$ cat config.mk
export PLATFORM = sky130hd
export DESIGN_NAME = fc_recent_cache
export DESIGN_NICKNAME = d
export VERILOG_FILES = /design/src/rtl/fcr_pkg.sv /design/src/rtl/fcr_arb.sv /design/src/rtl/fcr_cache.sv /design/src/rtl/fcr_rsp_pipe.sv /design/src/rtl/fc_recent_cache.sv
export SDC_FILE = /design/constraint.sdc
export NUM_CORES = 1
export LEC_CHECK = 0
export ABC_AREA = 1
export BUFFER_PORTS_ARGS = -buffer_cell sky130_fd_sc_hd__buf_2
export CAP_MARGIN = 10
export CORE_MARGIN = 2
export CORE_UTILIZATION = 40
export DETAILED_ROUTE_END_ITERATION = 8
export GPL_TIMING_DRIVEN = 0
export PLACE_DENSITY = 0.59
export SLEW_MARGIN = 10
export SYNTH_ARGS = -nofsm -noshare
export SYNTH_HDL_FRONTEND = slang
export SYNTH_SLANG_ARGS = --single-unit
$ cat constraint.sdc
create_clock -name clk -period 4.4 [get_ports clk]
set_clock_uncertainty 0.1 [all_clocks]
set_input_delay 0.22 -clock clk [delete_from_list [all_inputs] [get_ports clk]]
set_output_delay 0.22 -clock clk [all_outputs]
set_load 0.02 [all_outputs]
$ cat src/rtl/fcr_pkg.sv
package fcr_pkg;
  typedef enum logic {
    OWN_UPD = 1'b0,
    OWN_EXP = 1'b1
  } owner_e;

  typedef enum logic [2:0] {
    ACC_IDLE,
    ACC_HIT,
    ACC_MISS,
    ACC_NEW,
    ACC_EREAD,
    ACC_ERM
  } access_e;
endpackage

$ cat src/rtl/fcr_arb.sv
module fcr_arb (
  input  logic clk,
  input  logic rst_n,
  input  logic req_u,
  input  logic req_e,
  output logic gnt_u,
  output logic gnt_e
);
  logic turn_e_q, turn_e_d;

  always_comb begin
    gnt_u    = req_u && (!req_e || !turn_e_q);
    gnt_e    = req_e && !gnt_u;
    turn_e_d = turn_e_q;
    if (gnt_u)      turn_e_d = 1'b1;
    else if (gnt_e) turn_e_d = 1'b0;
  end

  always_ff @(posedge clk or negedge rst_n) begin
    if (!rst_n) turn_e_q <= 1'b0;
    else        turn_e_q <= turn_e_d;
  end
endmodule

$ cat src/rtl/fcr_cache.sv
module fcr_cache #(
  parameter int N_ENT = 8,
  parameter int KW    = 16,
  parameter int AW    = 6,
  parameter int DW    = 16
) (
  input  logic             clk,
  input  logic             rst_n,
  input  logic [KW-1:0]    lk_key,
  input  logic             upd_en,
  input  logic [DW-1:0]    upd_data,
  input  logic             new_en,
  input  logic [AW-1:0]    new_addr,
  input  logic [DW-1:0]    new_data,
  input  logic             inv_en,
  input  logic [AW-1:0]    inv_addr,
  output logic [N_ENT-1:0] hit_vec,
  output logic             hit,
  output logic [DW-1:0]    hit_data
);
  localparam int PW = (N_ENT > 1) ? $clog2(N_ENT) : 1;

  logic [N_ENT-1:0] ent_v, nxt_v;
  logic [KW-1:0]    ent_k [N_ENT];
  logic [KW-1:0]    nxt_k [N_ENT];
  logic [AW-1:0]    ent_a [N_ENT];
  logic [AW-1:0]    nxt_a [N_ENT];
  logic [DW-1:0]    ent_d [N_ENT];
  logic [DW-1:0]    nxt_d [N_ENT];
  logic [PW-1:0]    wptr_q, wptr_d;

  for (genvar g = 0; g < N_ENT; g++) begin : g_cmp
    assign hit_vec[g] = ent_v[g] && (ent_k[g] == lk_key);
  end

  assign hit = |hit_vec;

  always_comb begin
    hit_data = '0;
    for (int i = 0; i < N_ENT; i++) begin
      hit_data = hit_data | ({DW{hit_vec[i]}} & ent_d[i]);
    end
  end

  always_comb begin
    nxt_v  = ent_v;
    wptr_d = wptr_q;
    for (int i = 0; i < N_ENT; i++) begin
      nxt_k[i] = ent_k[i];
      nxt_a[i] = ent_a[i];
      nxt_d[i] = ent_d[i];
      if (upd_en && hit_vec[i]) nxt_d[i] = upd_data;
      if (new_en) begin
        if (hit) begin
          if (hit_vec[i]) begin
            nxt_a[i] = new_addr;
            nxt_d[i] = new_data;
          end
        end else if (wptr_q == PW'(i)) begin
          nxt_v[i] = 1'b1;
          nxt_k[i] = lk_key;
          nxt_a[i] = new_addr;
          nxt_d[i] = new_data;
        end
      end
      if (inv_en && ent_v[i] && (ent_a[i] == inv_addr)) nxt_v[i] = 1'b0;
    end
    if (new_en && !hit) begin
      if (wptr_q == PW'(N_ENT - 1)) wptr_d = '0;
      else                          wptr_d = wptr_q + 1'b1;
    end
  end

  always_ff @(posedge clk or negedge rst_n) begin
    if (!rst_n) begin
      ent_v  <= '0;
      wptr_q <= '0;
    end else begin
      ent_v  <= nxt_v;
      wptr_q <= wptr_d;
    end
  end

  always_ff @(posedge clk) begin
    for (int i = 0; i < N_ENT; i++) begin
      ent_k[i] <= nxt_k[i];
      ent_a[i] <= nxt_a[i];
      ent_d[i] <= nxt_d[i];
    end
  end
endmodule

$ cat src/rtl/fcr_rsp_pipe.sv
module fcr_rsp_pipe
  import fcr_pkg::*;
#(
  parameter int RD_LAT = 4,
  parameter int DW     = 16
) (
  input  logic          clk,
  input  logic          rst_n,
  input  logic          push,
  input  owner_e        push_own,
  input  logic          push_hit,
  input  logic [DW-1:0] push_data,
  input  logic [DW-1:0] mem_rdata,
  output logic          u_vld,
  output logic          u_hit,
  output logic [DW-1:0] u_data,
  output logic          e_vld,
  output logic [DW-1:0] e_data
);
  localparam int LAST = RD_LAT - 1;

  logic [RD_LAT-1:0] st_v;
  owner_e            st_o [RD_LAT];
  logic [RD_LAT-1:0] st_h;
  logic [DW-1:0]     st_d [RD_LAT];

  always_ff @(posedge clk or negedge rst_n) begin
    if (!rst_n) st_v <= '0;
    else begin
      st_v[0] <= push;
      for (int i = 1; i < RD_LAT; i++) st_v[i] <= st_v[i-1];
    end
  end

  always_ff @(posedge clk) begin
    if (push) begin
      st_o[0] <= push_own;
      st_h[0] <= push_hit;
      st_d[0] <= push_data;
    end
    for (int i = 1; i < RD_LAT; i++) begin
      if (st_v[i-1]) begin
        st_o[i] <= st_o[i-1];
        st_h[i] <= st_h[i-1];
        st_d[i] <= st_d[i-1];
      end
    end
  end

  always_comb begin
    u_vld  = st_v[LAST] && (st_o[LAST] == OWN_UPD);
    e_vld  = st_v[LAST] && (st_o[LAST] == OWN_EXP);
    u_hit  = st_h[LAST];
    u_data = st_h[LAST] ? st_d[LAST] : mem_rdata;
    e_data = mem_rdata;
  end
endmodule

$ cat src/rtl/fc_recent_cache.sv
module fc_recent_cache
  import fcr_pkg::*;
#(
  parameter int KW     = 16,
  parameter int AW     = 6,
  parameter int DW     = 16,
  parameter int N_ENT  = 8,
  parameter int RD_LAT = 4
) (
  input  logic          clk,
  input  logic          rst_n,
  input  logic          u_req_valid,
  output logic          u_req_ready,
  input  logic          u_req_new,
  input  logic [KW-1:0] u_req_key,
  input  logic [AW-1:0] u_req_addr,
  input  logic [DW-1:0] u_req_data,
  output logic          u_rsp_valid,
  output logic          u_rsp_hit,
  output logic [DW-1:0] u_rsp_data,
  input  logic          e_req_valid,
  output logic          e_req_ready,
  input  logic          e_req_remove,
  input  logic [AW-1:0] e_req_addr,
  output logic          e_rsp_valid,
  output logic [DW-1:0] e_rsp_data,
  output logic          m_en,
  output logic          m_we,
  output logic [AW-1:0] m_addr,
  output logic [DW-1:0] m_wdata,
  input  logic [DW-1:0] m_rdata
);
  logic             gnt_u, gnt_e;
  logic [N_ENT-1:0] hit_vec;
  logic             c_hit;
  logic [DW-1:0]    c_data;
  logic [DW-1:0]    upd_sum;
  access_e          acc;
  logic             rsp_push;
  owner_e           rsp_own;

  fcr_arb i_arb (
    .clk  (clk),
    .rst_n(rst_n),
    .req_u(u_req_valid),
    .req_e(e_req_valid),
    .gnt_u(gnt_u),
    .gnt_e(gnt_e)
  );

  assign u_req_ready = gnt_u;
  assign e_req_ready = gnt_e;
  assign upd_sum     = c_data + u_req_data;

  always_comb begin
    acc = ACC_IDLE;
    if (gnt_u) begin
      if (u_req_new)  acc = ACC_NEW;
      else if (c_hit) acc = ACC_HIT;
      else            acc = ACC_MISS;
    end else if (gnt_e) begin
      acc = e_req_remove ? ACC_ERM : ACC_EREAD;
    end
  end

  always_comb begin
    m_en    = 1'b0;
    m_we    = 1'b0;
    m_addr  = '0;
    m_wdata = '0;
    unique case (acc)
      ACC_HIT:   begin m_en = 1'b1; m_we = 1'b1; m_addr = u_req_addr; m_wdata = upd_sum;    end
      ACC_MISS:  begin m_en = 1'b1;              m_addr = u_req_addr;                       end
      ACC_NEW:   begin m_en = 1'b1; m_we = 1'b1; m_addr = u_req_addr; m_wdata = u_req_data; end
      ACC_EREAD: begin m_en = 1'b1;              m_addr = e_req_addr;                       end
      ACC_ERM:   begin m_en = 1'b1; m_we = 1'b1; m_addr = e_req_addr;                       end
      default:   ;
    endcase
  end

  assign rsp_push = (acc == ACC_HIT) || (acc == ACC_MISS) || (acc == ACC_EREAD);
  assign rsp_own  = (acc == ACC_EREAD) ? OWN_EXP : OWN_UPD;

  fcr_cache #(.N_ENT(N_ENT), .KW(KW), .AW(AW), .DW(DW)) i_cache (
    .clk     (clk),
    .rst_n   (rst_n),
    .lk_key  (u_req_key),
    .upd_en  (acc == ACC_HIT),
    .upd_data(upd_sum),
    .new_en  (acc == ACC_NEW),
    .new_addr(u_req_addr),
    .new_data(u_req_data),
    .inv_en  (acc == ACC_ERM),
    .inv_addr(e_req_addr),
    .hit_vec (hit_vec),
    .hit     (c_hit),
    .hit_data(c_data)
  );

  fcr_rsp_pipe #(.RD_LAT(RD_LAT), .DW(DW)) i_rsp (
    .clk      (clk),
    .rst_n    (rst_n),
    .push     (rsp_push),
    .push_own (rsp_own),
    .push_hit (acc == ACC_HIT),
    .push_data(upd_sum),
    .mem_rdata(m_rdata),
    .u_vld    (u_rsp_valid),
    .u_hit    (u_rsp_hit),
    .u_data   (u_rsp_data),
    .e_vld    (e_rsp_valid),
    .e_data   (e_rsp_data)
  );
endmodule

# Word-level counts from Yosys, hierarchy flattened
# Memories as Yosys holds them, arrays and structs flattened.
# Index checks and enable logic that the tools add are counted.
# W data, S select, Z words.
[word_totals]
n_memories = 5
wordCells = 299
reg_bits = 20
out_inout_bits = 61
inputBits = 66
mem_bits_rw = 372
[op_classes]
bitwise = 16
eq_ne = 36
n_reduce_logical = 75
mux = 150
add_sub_neg = 2
[memory_table]
columns = ["name", "depth", "width", "read_ports", "rd_clocked_by_memory_dff", "wr", "line", "source"]
rows = [
  ["i_cache.ent_d", 8, 16, 8, 0, 8, "fcr_cache.sv:28", "logic [DW-1:0] ent_d [N_ENT];"],
  ["i_cache.ent_k", 8, 16, 8, 0, 8, "fcr_cache.sv:24", "logic [KW-1:0] ent_k [N_ENT];"],
  ["i_rsp.st_d", 4, 16, 4, 0, 4, "fcr_rsp_pipe.sv:25", "logic [DW-1:0] st_d [RD_LAT];"],
  ["i_cache.ent_a", 8, 6, 8, 0, 8, "fcr_cache.sv:26", "logic [AW-1:0] ent_a [N_ENT];"],
  ["i_rsp.st_o", 4, 1, 4, 0, 4, "fcr_rsp_pipe.sv:23", "owner_e st_o [RD_LAT];"],
]
[op_table]
columns = ["op", "n"]
rows = [
  ["$mux W16", 65],
  ["$mux W6", 32],
  ["$and A16 B16 Y16", 8],
  ["$eq A16 B16 Y1", 8],
  ["$or A16 B16 Y16", 7],
  ["$eq A6 B6 Y1", 8],
  ["$mux W1", 46],
  ["$logic_and A1 B1 Y1", 37],
  ["$reduce_bool A2 Y1", 17],
  ["$pmux W16 S2", 1],
  ["$reduce_and A3 Y1", 8],
  ["$eq A3 B3 Y1 const B", 6],
  ["$add A16 B16 Y16", 1],
  ["$ne A2 B2 Y1 const B", 8],
  ["$eq A3 B2 Y1 const B", 4],
  ["$pmux W6 S2", 1],
  ["$mux W3", 3],
  ["$reduce_or A8 Y1", 1],
  ["$eq A3 B1 Y1 const B", 2],
  ["$reduce_or A3 Y1", 2],
  ["$reduce_or A5 Y1", 1],
  ["$logic_not A1 Y1", 4],
  ["$mux W2", 2],
  ["$add A3 B1 Y3 const B", 1],
  ["other kinds (4)", 6],
]

# Logic depth before layout (Yosys ltp)
[depth]
word_depth = 15
ltp_mapped = 27
depth_no_buf = 24

# Hierarchy
# Synthesis repeated with hierarchy kept, for this count alone.
[unflattened]
hier_cells = 3369
area_unflattened_um2 = 23829.1
[by_module_without_submodules]
columns = ["mod", "instances", "cells_each", "area_each_um2", "seq_area_each_um2"]
rows = [
  ["fcr_cache", 1, 2975, 19876.6, 8122.8],
  ["fcr_rsp_pipe", 1, 148, 2641.3, 2262.2],
  ["fc_recent_cache", 1, 237, 1251.2, 0.0],
  ["fcr_arb", 1, 9, 60.1, 25.0],
]

# Worst setup path before layout
# OpenSTA, ideal clock, no wires.
[synth_timing]
kind = "input to output"
start = "in u_req_key[15]"
end = "out m_wdata[10]"
slack_ns = 0.259
arrival_ns = 3.821
cell_stages = 22
path_buffers = 3
required_ns = 4.080
path_cell_list = "buf_4 > inv_4 > buf_6 > nand2_2 > nand2_1 > nor2_1 > nand2_1 > nor2_4 > nand3_4 > inv_1 > clkbuf_1 > a221oi_1 > nand2_1 > ha_1 > inv_1 > fa_1 > o21ai_0 > a31oi_1 > o21ai_0 > a21boi_0 > xor2_1 > o21ai_0"
[synth_via]
elab_chain_len = 12
word_cells_on_any_way = 39
classes_between = "add/sub (1); eq/ne (10); mux (4); bitwise (15); reduce/logical (9)"
[synth_lines]
columns = ["element", "line", "source"]
rows = [
  ["start: declaration", "fc_recent_cache.sv:15", "input logic [KW-1:0] u_req_key,"],
  ["$eq A16 B16 Y1", "fcr_cache.sv:33", "assign hit_vec[g] = ent_v[g] && (ent_k[g] == lk_key);"],
  ["$logic_and A1 B1 Y1", "fcr_cache.sv:33", ""],
  ["$and A16 B16 Y16", "fcr_cache.sv:41", "hit_data = hit_data | ({DW{hit_vec[i]}} & ent_d[i]);"],
  ["$or A16 B16 Y16 (7 in series)", "fcr_cache.sv:41", ""],
  ["$add A16 B16 Y16", "fc_recent_cache.sv:53", "assign upd_sum = c_data + u_req_data;"],
  ["$pmux W16 S2 *", "fc_recent_cache.sv:71", "unique case (acc)"],
  ["end: declaration", "fc_recent_cache.sv:30", "output logic [DW-1:0] m_wdata,"],
]
# Every way passes the cells marked *; elsewhere a longest branch is shown, timed or not.

==> impl_metrics.xml <==
<?xml version="1.0" encoding="UTF-8"?>
<metrics>
  <group name="min_path">
    <metric name="hold_class" unit="">input port to flip-flop</metric>
    <metric name="hold_end" unit="">i_rsp.st_o[0]</metric>
    <metric name="worstHoldPathCells" unit="">4</metric>
    <metric name="hold_path_startpoint" unit="">e_req_remove</metric>
  </group>
  <group name="global_route">
    <metric name="wire_length_of_the_first_global_routing_pass" unit="um">117000</metric>
    <metric name="grt_residual_overflow" unit="">0</metric>
    <metric name="grt_pass1_vias" unit="">18000</metric>
    <metric name="initial_antenna_violation_count" unit="">0</metric>
    <metric name="grt_max_degree" unit="">20</metric>
    <metric name="grt_use_total" unit="%">28.6</metric>
  </group>
  <group name="setup_path">
    <metric name="critPathLaunch" unit="">i_cache.ent_k[0][24]</metric>
    <metric name="timing.rr.start" unit="">i_cache.ent_k[0][24]</metric>
    <metric name="ff2ff_path_depth" unit="">25</metric>
    <metric name="worstPathMaxFanout" unit="">9</metric>
    <metric name="timing.critical_path.arrival" unit="ns">4.18</metric>
    <metric name="crit_type" unit="">flip-flop to output pin</metric>
    <metric name="setup.reg_to_reg.worst_slack" unit="ns">0.39</metric>
    <metric name="cp_data_required_time" unit="ns">4.08</metric>
    <metric name="critPathSlowestCell" unit="">xnor2_1</metric>
    <metric name="crit_path_max_incr_delay" unit="ns">0.46</metric>
    <metric name="critical-path-top-delay-family" unit="">simple AND/OR/NAND/NOR gates</metric>
    <metric name="cell_chain_critical_path" unit="">nand2_1, nand2_2, nor2_1, nand2_1, nor2_4, nand3_4, buf_12, o22ai_4, a221oi_2, nand2_1, ha_2, inv_2, fa_2, xnor2_1, clkinv_2, o21ai_1, buf_2</metric>
    <metric name="critical_path.startpoint_type" unit="">flip-flop</metric>
    <metric name="crit_top_cell" unit="">nand2_1</metric>
    <metric name="end_kind" unit="">output pin</metric>
    <metric name="cp.buffers_inverters" unit="">4</metric>
  </group>
  <group name="floorplan">
    <metric name="initial_utilization" unit="%">40.5</metric>
    <metric name="pin_count" unit="">127</metric>
    <metric name="die_area" unit="um^2">55100</metric>
    <metric name="placeableCoreArea" unit="um^2">52700</metric>
    <metric name="die_width" unit="um">235</metric>
    <metric name="die_h" unit="um">235</metric>
    <metric name="placementRows" unit="">84</metric>
  </group>
  <group name="outcome">
    <metric name="violated_checks" unit="">setup timing</metric>
    <metric name="outcome" unit="">finished with violations</metric>
  </group>
  <group name="yosys">
    <metric name="syn_inst" unit="">2572</metric>
    <metric name="synth_enable_flop_cells" unit="">304</metric>
    <metric name="synth-warning-count" unit="">0</metric>
    <metric name="synthFlopType" unit="">edfxtp_1</metric>
    <metric name="synth_xor_xnor_area_share" unit="%">1.85</metric>
    <metric name="syn_nets" unit="">2661</metric>
    <metric name="synth.avg_cell_area" unit="um^2">8.29</metric>
    <metric name="muxShareOfSynthArea" unit="%">0.892</metric>
    <metric name="ys_seq_elements" unit="">392</metric>
    <metric name="synthAdderAreaFrac" unit="%">1.39</metric>
    <metric name="synth_seq_area_share" unit="%">51.5</metric>
    <metric name="post_synth_num_cell_types" unit="">64</metric>
    <metric name="synth_async_sr_flop_share" unit="%">4.08</metric>
    <metric name="dominant_combinational_cell_family_by_area_after_synthesis" unit="">simple AND/OR/NAND/NOR gates</metric>
    <metric name="compound_cell_area_share_of_the_yosys_netlist" unit="%">5.88</metric>
    <metric name="post_synth_and_or_nand_nor_area_fraction" unit="%">29.3</metric>
    <metric name="synthesis.area" unit="um^2">21300</metric>
  </group>
  <group name="timing">
    <metric name="setup-violations-final" unit="">7</metric>
    <metric name="worstMarginPinSlew" unit="ns">1.01</metric>
    <metric name="final_max_slew_viol_count" unit="">0</metric>
    <metric name="slew-limit-headroom" unit="%">32.8</metric>
    <metric name="fin_crit" unit="ns">4.50</metric>
    <metric name="fmaxAchievable" unit="MHz">222</metric>
    <metric name="unrepaired_setup_endpoints_after_global_routing" unit="">true</metric>
    <metric name="final.period_utilization" unit="%">102</metric>
    <metric name="timing.final.ws_setup" unit="ns">-0.100</metric>
    <metric name="finalSetupTns" unit="ns">-0.290</metric>
    <metric name="final_hold_viol_count" unit="">0</metric>
    <metric name="hold_slack" unit="ns">0.0207</metric>
  </group>
  <group name="finish">
    <metric name="drive_above_1_share" unit="%">21.2</metric>
    <metric name="diodes" unit="">0</metric>
    <metric name="layout.nets" unit="">2954</metric>
    <metric name="flow.area_growth_from_synthesis" unit="%">25.7</metric>
    <metric name="number_of_fillers_in_the_final_layout" unit="">4922</metric>
  </group>
  <group name="clocking">
    <metric name="cts.root.buffer_cell" unit="">clkbuf_16</metric>
    <metric name="htreeDepth" unit="">2</metric>
    <metric name="cts_buffer_depth" unit="">3</metric>
    <metric name="tritoncts" unit="">done</metric>
    <metric name="cts_buffers" unit="">46</metric>
    <metric name="clock_sink_count" unit="">392</metric>
    <metric name="clk_latency_worst_skew_pair" unit="ns">0.61</metric>
    <metric name="cts.reportedPaths.clkPinSlew" unit="ns">0.06</metric>
  </group>
  <group name="routing">
    <metric name="first_iter_violations" unit="">2236</metric>
    <metric name="wirelength_per_cell" unit="um">22.7</metric>
    <metric name="antenna_left" unit="">0</metric>
    <metric name="detail_route.wirelength" unit="um">81400</metric>
    <metric name="dr.pass1.iters" unit="">7</metric>
    <metric name="viasPerCell" unit="">5.38</metric>
    <metric name="route.vias.total" unit="">19300</metric>
    <metric name="drcViolationCount" unit="">0</metric>
  </group>
  <group name="placed_design">
    <metric name="routabilityCongestion" unit="">0.949</metric>
    <metric name="hpwlAfterDp" unit="um">58300</metric>
    <metric name="io_buffer_count" unit="">124</metric>
  </group>
  <group name="power_and_ir_drop">
    <metric name="vdd_drop_max" unit="V">0.000366</metric>
    <metric name="p_per_area" unit="nW/um^2">464</metric>
    <metric name="static-leakage-power" unit="nW">12.5</metric>
    <metric name="report.power.total" unit="mW">12.4</metric>
  </group>
  <group name="job">
    <metric name="maxCapViolations" unit="">0</metric>
  </group>
</metrics>
## placed cells by master, fill, tap and decap left out, types with 14 or more instances in the layout
cell,instances
dfxtp_1,72
clkbuf_1,24
clkbuf_16,49
nand3_1,169
dlygate4sd3_1,39
o21ai_0,30
inv_1,314
nor2_2,21
a21oi_1,24
buf_6,15
nand4_1,28
buf_4,110
edfxtp_1,304
nor2_4,16
a221oi_1,20
nand2_1,988
dfrtp_1,15
o21ai_1,16
inv_2,24
inv_4,15
mux2_2,16
o22ai_1,31
nand2_2,47
nor2_1,124
buf_2,127
xnor2_1,14
## area by class of cell
class	instances	area [um^2]	area share [%]
buffer	76	613	2.29
tap	688	861	3.21
timing repair buffer	245	1750	6.53
sequential	392	11000	41.0
inverter	370	1510	5.63
clock buffer	59	1230	4.59
clock inverter	27	457	1.71
multi-input combinational	1734	9390	35.1
## stage by stage
| step | util (%) | instances | cell area (um^2) | setup WS (ns) |
|---|---|---|---|---|
| CTS | 49.7 | 3561 | 26200 | -0.0676 |
| global route | 50.9 | 3591 | 26800 | -0.204 |
| floorplan | - | 2572 | 21300 | 0.259 |
| finish | 50.9 | 3591 | 26800 | -0.100 |
| detailed placement | 43.5 | 3394 | 22900 | -1.95 |
| global placement | 43.3 | 3384 | 22800 | -2.01 |
## synth_stat cells, types with 4 or more instances
cell type / number / area (um^2)
clkbuf_1: 18 / 67.6
nor2_1: 147 / 552
o21ai_1: 13 / 65.1
buf_4: 36 / 270
nor2_2: 11 / 68.8
o22ai_1: 38 / 238
dfxtp_1: 72 / 1440
a21oi_1: 29 / 145
o21ai_0: 41 / 205
a221oi_1: 31 / 272
a2111oi_0: 7 / 61.3
clkinv_1: 10 / 37.5
nand3_4: 5 / 87.6
nand3_1: 175 / 876
ha_1: 22 / 275
nand4_4: 11 / 234
nand4_1: 28 / 175
nand2_1: 1033 / 3880
buf_2: 12 / 60.1
nand3b_1: 8 / 60.1
inv_2: 21 / 78.8
inv_4: 14 / 87.6
nand2_2: 7 / 43.8
mux2_2: 16 / 180
edfxtp_1: 304 / 9130
dfrtp_1: 16 / 400
buf_6: 8 / 90.1
xor2_1: 22 / 193
nor3_1: 8 / 40.0
or2_2: 4 / 25.0
inv_1: 321 / 1200
o2111ai_1: 4 / 35.0
xnor2_1: 23 / 201
clkinv_4: 4 / 35.0
## cells by family after synthesis
group | count (synthesis)
flip-flops | 392
adder cells (fa/ha/maj) | 23
XOR/XNOR | 45
AND/OR/NAND/NOR | 1459
buffers and inverters | 446
multiplexers | 17
AO/OA/AOI/OAI | 190
## power breakdown
part / internal, mW / switching, mW / leakage [nW] / total [mW]
Sequential: 4.94 / 0.495 / 3.66 / 5.44
Combinational: 0.970 / 1.76 / 8.03 / 2.73
Clock: 2.59 / 1.68 / 0.797 / 4.27
## worst max path at each step
stage | cells past startpoint | slack [ns] | to
floorplan | 22 | 0.26 | m_wdata[10]
global placement | 24 | -2.01 | m_wdata[10]
detailed placement | 24 | -1.95 | m_wdata[10]
CTS | 21 | -0.07 | m_wdata[9]
global route | 23 | -0.20 | m_wdata[14]
finish | 17 | -0.10 | m_wdata[2]
## metal layers
layer  track usage, %  routed length, um
met2             45.4              36800
met1             39.4              34600
met3             4.76               6580
met5                0                  0
met4             10.8               3370
## repair_timing
action / CTS / global route
resized for setup: 176 / 90
endpoints found under the hold margin: 245 / 0
setup buffers: 42 / 30
hold buffers: 39 / 0
pin swaps: 26 / 43
endpoints found under the setup margin: 147 / 15
## worst reg2reg max path, delay by kind of cell (launching register included)
family | cells | cell delay (ns)
buffers and inverters | 3 | 0.42
adders and majority gates | 2 | 0.56
xor gates and xnor gates | 1 | 0.14
DFF | 1 | 0.38
AOI/OAI and AO/OA | 3 | 0.47
and+or+nand+nor | 16 | 1.68
No activity file was read; power rests on OpenSTA's default activity.
